## src/rtl/rsq_pkg.sv

```systemverilog
package rsq_pkg;
   typedef enum logic [1:0] {
      SQ_IDLE = 2'd0,
      SQ_MOVE = 2'd1,
      SQ_FIN  = 2'd2
   } sq_state_e;
endpackage

```

## src/rtl/rsq_vector.sv

```systemverilog
module rsq_vector #(
   parameter int FIELD_W = 3,
   parameter int STEP    = 8,
   parameter int OUT_W   = 8
) (
   input  logic [FIELD_W-1:0] field,
   output logic [OUT_W-1:0]   vector
);
   localparam int SHIFT = $clog2(STEP);

   if ((1 << SHIFT) == STEP) begin : g_shift
      if ((FIELD_W + SHIFT) > OUT_W) begin : g_bad_width
         $error("rsq_vector: scaled field does not fit the output byte");
      end
      assign vector = OUT_W'(field) << SHIFT;
   end else begin : g_mult
      assign vector = OUT_W'(OUT_W'(field) * OUT_W'(STEP));
   end
endmodule

```

## src/rtl/rsq_addr_gen.sv

```systemverilog
module rsq_addr_gen #(
   parameter int SP_W  = 32,
   parameter int NAT_W = 16,
   parameter int CNT_W = 3
) (
   input  logic [SP_W-1:0]  sp,
   input  logic [CNT_W-1:0] idx,
   input  logic             is_ret,
   input  logic             ext,
   output logic [SP_W-1:0]  addr
);
   logic [SP_W-1:0] full;

   if (SP_W <= NAT_W) begin : g_bad
      $error("rsq_addr_gen: stack pointer must be wider than the native word");
   end

   always_comb begin
      if (is_ret) full = sp + SP_W'(idx);
      else        full = sp - SP_W'(idx) - SP_W'(1);
   end

   always_comb begin
      if (ext) addr = full;
      else     addr = {{(SP_W-NAT_W){1'b0}}, full[NAT_W-1:0]};
   end
endmodule

```

## src/rtl/rsq_sp_next.sv

```systemverilog
module rsq_sp_next #(
   parameter int SP_W  = 32,
   parameter int NAT_W = 16,
   parameter int CNT_W = 3
) (
   input  logic [SP_W-1:0]  sp,
   input  logic [CNT_W-1:0] nbytes,
   input  logic             is_ret,
   input  logic             ext,
   output logic [SP_W-1:0]  sp_new
);
   logic [SP_W-1:0] full;

   always_comb begin
      if (is_ret) full = sp + SP_W'(nbytes);
      else        full = sp - SP_W'(nbytes);
   end

   always_comb begin
      if (ext) sp_new = full;
      else     sp_new = {sp[SP_W-1:NAT_W], full[NAT_W-1:0]};
   end
endmodule

```

## src/rtl/rsq_byte_lane.sv

```systemverilog
module rsq_byte_lane #(
   parameter int PC_W   = 32,
   parameter int BYTE_W = 8,
   parameter int CNT_W  = 3
) (
   input  logic [PC_W-1:0]   pc,
   input  logic [CNT_W-1:0]  lane,
   input  logic [BYTE_W-1:0] rbyte,
   output logic [BYTE_W-1:0] wbyte,
   output logic [PC_W-1:0]   pc_merged
);
   localparam int LANES = PC_W / BYTE_W;

   if ((PC_W % BYTE_W) != 0) begin : g_bad
      $error("rsq_byte_lane: program counter must be a whole number of bytes");
   end

   logic [LANES-1:0][BYTE_W-1:0] src;
   logic [LANES-1:0][BYTE_W-1:0] dst;
   logic [LANES-1:0]             hit;

   assign src = pc;

   for (genvar i = 0; i < LANES; i++) begin : g_lane
      assign hit[i] = (lane == CNT_W'(i));
      assign dst[i] = hit[i] ? rbyte : src[i];
   end

   always_comb begin
      wbyte = '0;
      for (int i = 0; i < LANES; i++) begin
         if (hit[i]) wbyte = src[i];
      end
   end

   assign pc_merged = dst;
endmodule

```

## src/rtl/stack_restart_seq.sv

```systemverilog
module stack_restart_seq
   import rsq_pkg::*;
#(
   parameter int SP_W     = 32,
   parameter int PC_W     = 32,
   parameter int NAT_W    = 16,
   parameter int BYTE_W   = 8,
   parameter int FIELD_W  = 3,
   parameter int VEC_STEP = 8
) (
   input  logic              clk,
   input  logic              rst,
   input  logic              start,
   input  logic              do_return,
   input  logic              ext_mode,
   input  logic [FIELD_W-1:0] vec_sel,
   input  logic [PC_W-1:0]   pc_in,
   input  logic [SP_W-1:0]   sp_in,
   input  logic              iff1_in,
   input  logic              iff2_in,
   output logic              mem_req,
   output logic              mem_we,
   output logic [SP_W-1:0]   mem_addr,
   output logic [BYTE_W-1:0] mem_wdata,
   input  logic [BYTE_W-1:0] mem_rdata,
   input  logic              mem_ack,
   output logic              busy,
   output logic              done,
   output logic [PC_W-1:0]   pc_out,
   output logic [SP_W-1:0]   sp_out,
   output logic              iff1_out,
   output logic              iff2_out
);
   localparam int EXT_BYTES = PC_W / BYTE_W;
   localparam int NAT_BYTES = NAT_W / BYTE_W;
   localparam int CNT_W     = $clog2(EXT_BYTES) + 1;

   if (PC_W != 2 * NAT_W) begin : g_bad_pc
      $error("stack_restart_seq: extended counter must be twice the native word");
   end
   if ((NAT_W % BYTE_W) != 0 || NAT_BYTES < 2) begin : g_bad_nat
      $error("stack_restart_seq: native word must hold at least two bytes");
   end
   if (SP_W < PC_W) begin : g_bad_sp
      $error("stack_restart_seq: stack pointer narrower than program counter");
   end

   sq_state_e           state;
   logic [CNT_W-1:0]    idx;
   logic                ret_q;
   logic                ext_q;
   logic [FIELD_W-1:0]  field_q;
   logic [PC_W-1:0]     pc_q;
   logic [SP_W-1:0]     sp_q;
   logic                iff1_q;
   logic                iff2_q;

   logic [CNT_W-1:0]    nbytes;
   logic [CNT_W-1:0]    last_idx;
   logic [CNT_W-1:0]    lane;
   logic                at_last;
   logic                xfer_ok;
   logic [BYTE_W-1:0]   vector;
   logic [BYTE_W-1:0]   wbyte;
   logic [PC_W-1:0]     pc_merged;
   logic [PC_W-1:0]     pc_vec;
   logic [SP_W-1:0]     addr_w;
   logic [SP_W-1:0]     sp_final;

   // Bytes moved: a native word or the full extended counter.
   assign nbytes   = ext_q ? CNT_W'(EXT_BYTES) : CNT_W'(NAT_BYTES);
   assign last_idx = nbytes - CNT_W'(1);
   assign at_last  = (idx == last_idx);
   assign xfer_ok  = (state == SQ_MOVE) && mem_ack;

   // Pushes go from the most significant byte down.
   // Pops go from the least significant byte up.
   assign lane = ret_q ? idx : (last_idx - idx);

   rsq_vector #(
      .FIELD_W (FIELD_W),
      .STEP    (VEC_STEP),
      .OUT_W   (BYTE_W)
   ) u_vector (
      .field  (field_q),
      .vector (vector)
   );

   rsq_addr_gen #(
      .SP_W  (SP_W),
      .NAT_W (NAT_W),
      .CNT_W (CNT_W)
   ) u_addr (
      .sp     (sp_q),
      .idx    (idx),
      .is_ret (ret_q),
      .ext    (ext_q),
      .addr   (addr_w)
   );

   rsq_sp_next #(
      .SP_W  (SP_W),
      .NAT_W (NAT_W),
      .CNT_W (CNT_W)
   ) u_spn (
      .sp     (sp_q),
      .nbytes (nbytes),
      .is_ret (ret_q),
      .ext    (ext_q),
      .sp_new (sp_final)
   );

   rsq_byte_lane #(
      .PC_W   (PC_W),
      .BYTE_W (BYTE_W),
      .CNT_W  (CNT_W)
   ) u_lane (
      .pc        (pc_q),
      .lane      (lane),
      .rbyte     (mem_rdata),
      .wbyte     (wbyte),
      .pc_merged (pc_merged)
   );

   // New counter after a restart.
   // The upper word is cleared in extended mode and kept in native mode.
   always_comb begin
      pc_vec = pc_q;
      pc_vec[NAT_W-1:0] = {{(NAT_W-BYTE_W){1'b0}}, vector};
      if (ext_q) pc_vec[PC_W-1:NAT_W] = '0;
   end

   always_ff @(posedge clk) begin
      if (rst) begin
         state   <= SQ_IDLE;
         idx     <= '0;
         ret_q   <= 1'b0;
         ext_q   <= 1'b0;
         field_q <= '0;
         pc_q    <= '0;
         sp_q    <= '0;
         iff1_q  <= 1'b0;
         iff2_q  <= 1'b0;
      end else begin
         case (state)
            SQ_IDLE: begin
               if (start) begin
                  state   <= SQ_MOVE;
                  idx     <= '0;
                  ret_q   <= do_return;
                  ext_q   <= ext_mode;
                  field_q <= vec_sel;
                  pc_q    <= pc_in;
                  sp_q    <= sp_in;
                  iff1_q  <= iff1_in;
                  iff2_q  <= iff2_in;
               end
            end
            SQ_MOVE: begin
               if (mem_ack) begin
                  if (ret_q) pc_q <= pc_merged;
                  if (at_last) begin
                     state <= SQ_FIN;
                     sp_q  <= sp_final;
                     if (ret_q) iff1_q <= iff2_q;
                     else       pc_q   <= pc_vec;
                  end else begin
                     idx <= idx + CNT_W'(1);
                  end
               end
            end
            SQ_FIN:  state <= SQ_IDLE;
            default: state <= SQ_IDLE;
         endcase
      end
   end

   assign mem_req   = (state == SQ_MOVE);
   assign mem_we    = mem_req && !ret_q;
   assign mem_addr  = mem_req ? addr_w : '0;
   assign mem_wdata = mem_we ? wbyte : '0;
   assign busy      = (state == SQ_MOVE);
   assign done      = (state == SQ_FIN);
   assign pc_out    = pc_q;
   assign sp_out    = sp_q;
   assign iff1_out  = iff1_q;
   assign iff2_out  = iff2_q;

   // a pending request holds still until it is acknowledged
   assert_req_hold_R7: assert property (@(posedge clk) disable iff (rst)
      (mem_req && !mem_ack) |=> (mem_req && $stable(mem_addr) &&
                                 $stable(mem_wdata) && $stable(mem_we)));

   // done lasts one cycle and never overlaps busy
   assert_done_pulse_R8: assert property (@(posedge clk) disable iff (rst)
      done |=> !done);
   assert_done_idle_R8: assert property (@(posedge clk) disable iff (rst)
      done |-> !busy);
   assert_start_busy_R8: assert property (@(posedge clk) disable iff (rst)
      (!busy && !done && start) |=> busy);
   assert_last_done_R8: assert property (@(posedge clk) disable iff (rst)
      (xfer_ok && at_last) |=> (done && !mem_req));

   // native transfers stay inside the low 64 Ki
   assert_native_addr_R4: assert property (@(posedge clk) disable iff (rst)
      (mem_req && !ext_q) |-> (mem_addr[SP_W-1:NAT_W] == '0));

   // the return moves the saved flag into the live one
   assert_iff_copy_R5: assert property (@(posedge clk) disable iff (rst)
      (xfer_ok && at_last && ret_q) |=> (iff1_out == $past(iff2_out) &&
                                         $stable(iff2_out)));

   // an extended restart clears the counter's upper word
   assert_upper_clear_R3: assert property (@(posedge clk) disable iff (rst)
      (xfer_ok && at_last && !ret_q && ext_q) |=> (pc_out[PC_W-1:NAT_W] == '0));

   // reset leaves the block idle
   assert_reset_idle_R9: assert property (@(posedge clk)
      rst |=> (!busy && !done && !mem_req));
endmodule

```

## config.mk

```make
export PLATFORM = sky130hd
export DESIGN_NAME = stack_restart_seq
export DESIGN_NICKNAME = d
export VERILOG_FILES = /design/src/rtl/rsq_pkg.sv /design/src/rtl/rsq_vector.sv /design/src/rtl/rsq_addr_gen.sv /design/src/rtl/rsq_sp_next.sv /design/src/rtl/rsq_byte_lane.sv /design/src/rtl/stack_restart_seq.sv
export SDC_FILE = /design/constraint.sdc
export NUM_CORES = 1
export LEC_CHECK = 0
export CAP_MARGIN = 25
export CORE_ASPECT_RATIO = 1.2
export CORE_MARGIN = 2
export CORE_UTILIZATION = 53
export CTS_BUF_LIST = sky130_fd_sc_hd__clkbuf_2 sky130_fd_sc_hd__clkbuf_4 sky130_fd_sc_hd__clkbuf_8
export DETAILED_ROUTE_END_ITERATION = 7
export PLACE_DENSITY = 0.95
export REMOVE_ABC_BUFFERS = 1
export SLEW_MARGIN = 10
export SYNTH_ARGS = -nofsm -noshare
export SYNTH_HDL_FRONTEND = slang
export SYNTH_SLANG_ARGS = --single-unit
```

## constraint.sdc

```tcl
create_clock -name clk -period 5.7 [get_ports clk]
set_clock_uncertainty 0.1 [all_clocks]
set_input_delay 1.71 -clock clk [delete_from_list [all_inputs] [get_ports clk]]
set_output_delay 1.71 -clock clk [all_outputs]
set_load 0.05 [all_outputs]
```

==> impl_metrics.json <==
{
  "num_antenna_cells": 0,
  "startpoint": "sp_out[5]",
  "power_leakage_nw": 3.41,
  "drt-vias-per-instance": 6.42,
  "clkLatencyLatePin_ps": 380,
  "syn_inst": 917,
  "synth.area.top_cells": "dfxtp_1 (23%), a21oi_1 (7.5%), nor2_1 (7.2%)",
  "required_ps": 3890,
  "peakVddDrop_mv": 0.146,
  "yosysUniqueCellTypes": 76,
  "r2r_start": "ret_q",
  "fin_crit_ps": 5540,
  "die_h_um": 127,
  "grt_pass1_vias": 7697,
  "grtUsageTotal": 0.357,
  "grt_pass1_wl_um": 39200,
  "cts.root.buffer_cell": "clkbuf_8",
  "syn_area_per_cell_sq_um": 7.32,
  "ant_nets": 0,
  "n_fill_cell": 990,
  "hold_start": "iff1_out",
  "numClockSinks": 76,
  "dpl_cell_area_sq_um": 8760,
  "p_per_area_nw_per_um2": 268,
  "synth_top_cell_area_share": 0.227,
  "startpoint_type": "flip-flop",
  "cp.arrival_ps": 3730,
  "worst-slew-pin-transition_ps": 1130,
  "area_growth_pct": 34.0,
  "design_area_sq_um": 9000,
  "synth_edf_count": 0,
  "gp_congestion": 1.01,
  "power_mw": 2.42,
  "cts_buffers": 9,
  "synth_most_common_cell": "nor2_1",
  "via_count": 7974,
  "setup_viol": 0,
  "fp.coreArea_sq_um": 12500,
  "ioPinCount": 193,
  "wl_per_cell_um": 19.6,
  "path_clk_slew_ps": 90,
  "min_path_type": "flip-flop to flip-flop",
  "drv_cap": 0,
  "grt_antenna_before_repair": 0,
  "max_freq_ghz": 0.181,
  "dr.pass1.iters": 5,
  "totalWireLength_um": 24300,
  "num_rows": 45,
  "nets": 1198,
  "dp_hpwl_um": 17800,
  "design.die.area_sq_um": 13600,
  "fin_crit_sh": 0.972,
  "htree_levels": 3,
  "crit_type": "flip-flop to output port",
  "max-slew-margin-rel": 0.238,
  "drive_gt1_frac": 0.0695,
  "synth_common_cells": "nor2_1 (129), a21oi_1 (101), nand2_1 (78)",
  "critPathCaptureType": "output port",
  "netlist_area_sq_um": 6720,
  "die_w_um": 107,
  "cts_tree": "done",
  "initial_utilization": 0.537,
  "drv_slew": 0,
  "ys.flop_type": "dfxtp_1",
  "io_buffers": 192,
  "overflow": 0,
  "hold_viol": 0,
  "grt_max_degree": 52,
  "ys_seq_area_frac": 0.227,
  "status": "finished clean",
  "async_flop_share": 0,
  "seqCellArea_sq_um": 1520,
  "drc": 0,
  "post_cts_buffers": 0,
  "first_iter_violations": 766,
  "clock_path_buffers": 2,
  "path_max_fanout": 13,
  "yosys_register_bits": 76,
  "synth_area_leader_cell": "dfxtp_1",
  "synth-warning-count": 0,
  "multi_input_area_sq_um": 4870
}
logic make-up (layout without fill, tap and decap cells):
group / Yosys count / count (layout) / synth area share
DFF: 76 / 76 / 0.227
muxes: 16 / 16 / 0.0240
AOI/OAI and AO/OA: 308 / 308 / 0.308
and+or+nand+nor: 342 / 342 / 0.239
adders and majority gates: 41 / 41 / 0.0797
buffers and inverters: 78 / 240 / 0.0490
xor gates and xnor gates: 56 / 56 / 0.0730
final cells by class:
| type | count | area share |
|---|---|---|
| tap | 164 | 0.0228 |
| clock inverter | 7 | 0.0100 |
| sequential | 76 | 0.169 |
| inverter | 15 | 0.00626 |
| clock buffer | 9 | 0.0138 |
| timing repair buffer | 209 | 0.237 |
| multi-input combinational | 763 | 0.541 |
state kept, by name (all words and copies together), names as in the netlist:
name,cells
ext_q,1
field_q,3
idx,3
iff1_out,1
iff2_out,1
pc_out,32
ret_q,1
sp_out,32
state,2
routing by layer:
layer,wire length [um],up-vias,part of all wire,GRT usage
li1,-,3690,-,-
met2,11600,488,0.48,0.601
met1,9270,3718,0.38,0.439
met4,952,0,0.039,0.164
met5,0,-,0,0
met3,2480,78,0.10,0.0689
stage by stage:
step	hold WS [ps]	setup TNS, ps	util	cells	setup WS [ps]
finish	382	0	0.720	1243	160
global route	433	-16.4	0.720	1243	-16.4
CTS	384	0	0.718	1242	107
detailed placement	370	0	0.701	1226	516
global placement	364	0	0.701	1226	611
floorplan	348	-2950	-	854	-580
worst max-delay path, stage by stage (launching register included):
cell and delay (ps):
dfxtp_1 610, and4_4 320, nand4_2 160, or3_1 560
o41ai_1 410, o21ai_0 180, xor2_1 170, nor2_1 110
clkdlybuf4s50_1 830
final timing paths:
| path | end | slack (ps) | cells past startpoint |
|---|---|---|---|
| max | mem_addr[25] | 160 | 8 |
| max reg2reg | sp_out[27] | 1600 | 11 |
| min reg2reg | iff1_out | 380 | 2 |
| min | iff1_out | 380 | 2 |
timing repair:
action                                  in CTS  in global routing
endpoints found under the setup margin       0                  4
resized for setup                            0                  3
hold buffers                                 0                  0
report_power, final:
group | total (mW) | switching (mW) | internal, mW
Clock | 0.474 | 0.259 | 0.215
Sequential | 0.659 | 0.0825 | 0.577
Combinational | 1.28 | 0.777 | 0.505
Total | 2.42 | 1.12 | 1.30
layout by cell type, fill, tap and decap left out, drive strengths merged, types with 31 or more instances in the layout:
cell,Yosys,final
clkdlybuf4s50,0,177
nor2,130,130
a21oi,103,103
nand2,78,78
dfxtp,76,76
o21ai,48,48
ha,38,38
xnor2,33,33
nor3,33,33
a22oi,31,31
No activity file was read; power rests on OpenSTA's default activity.
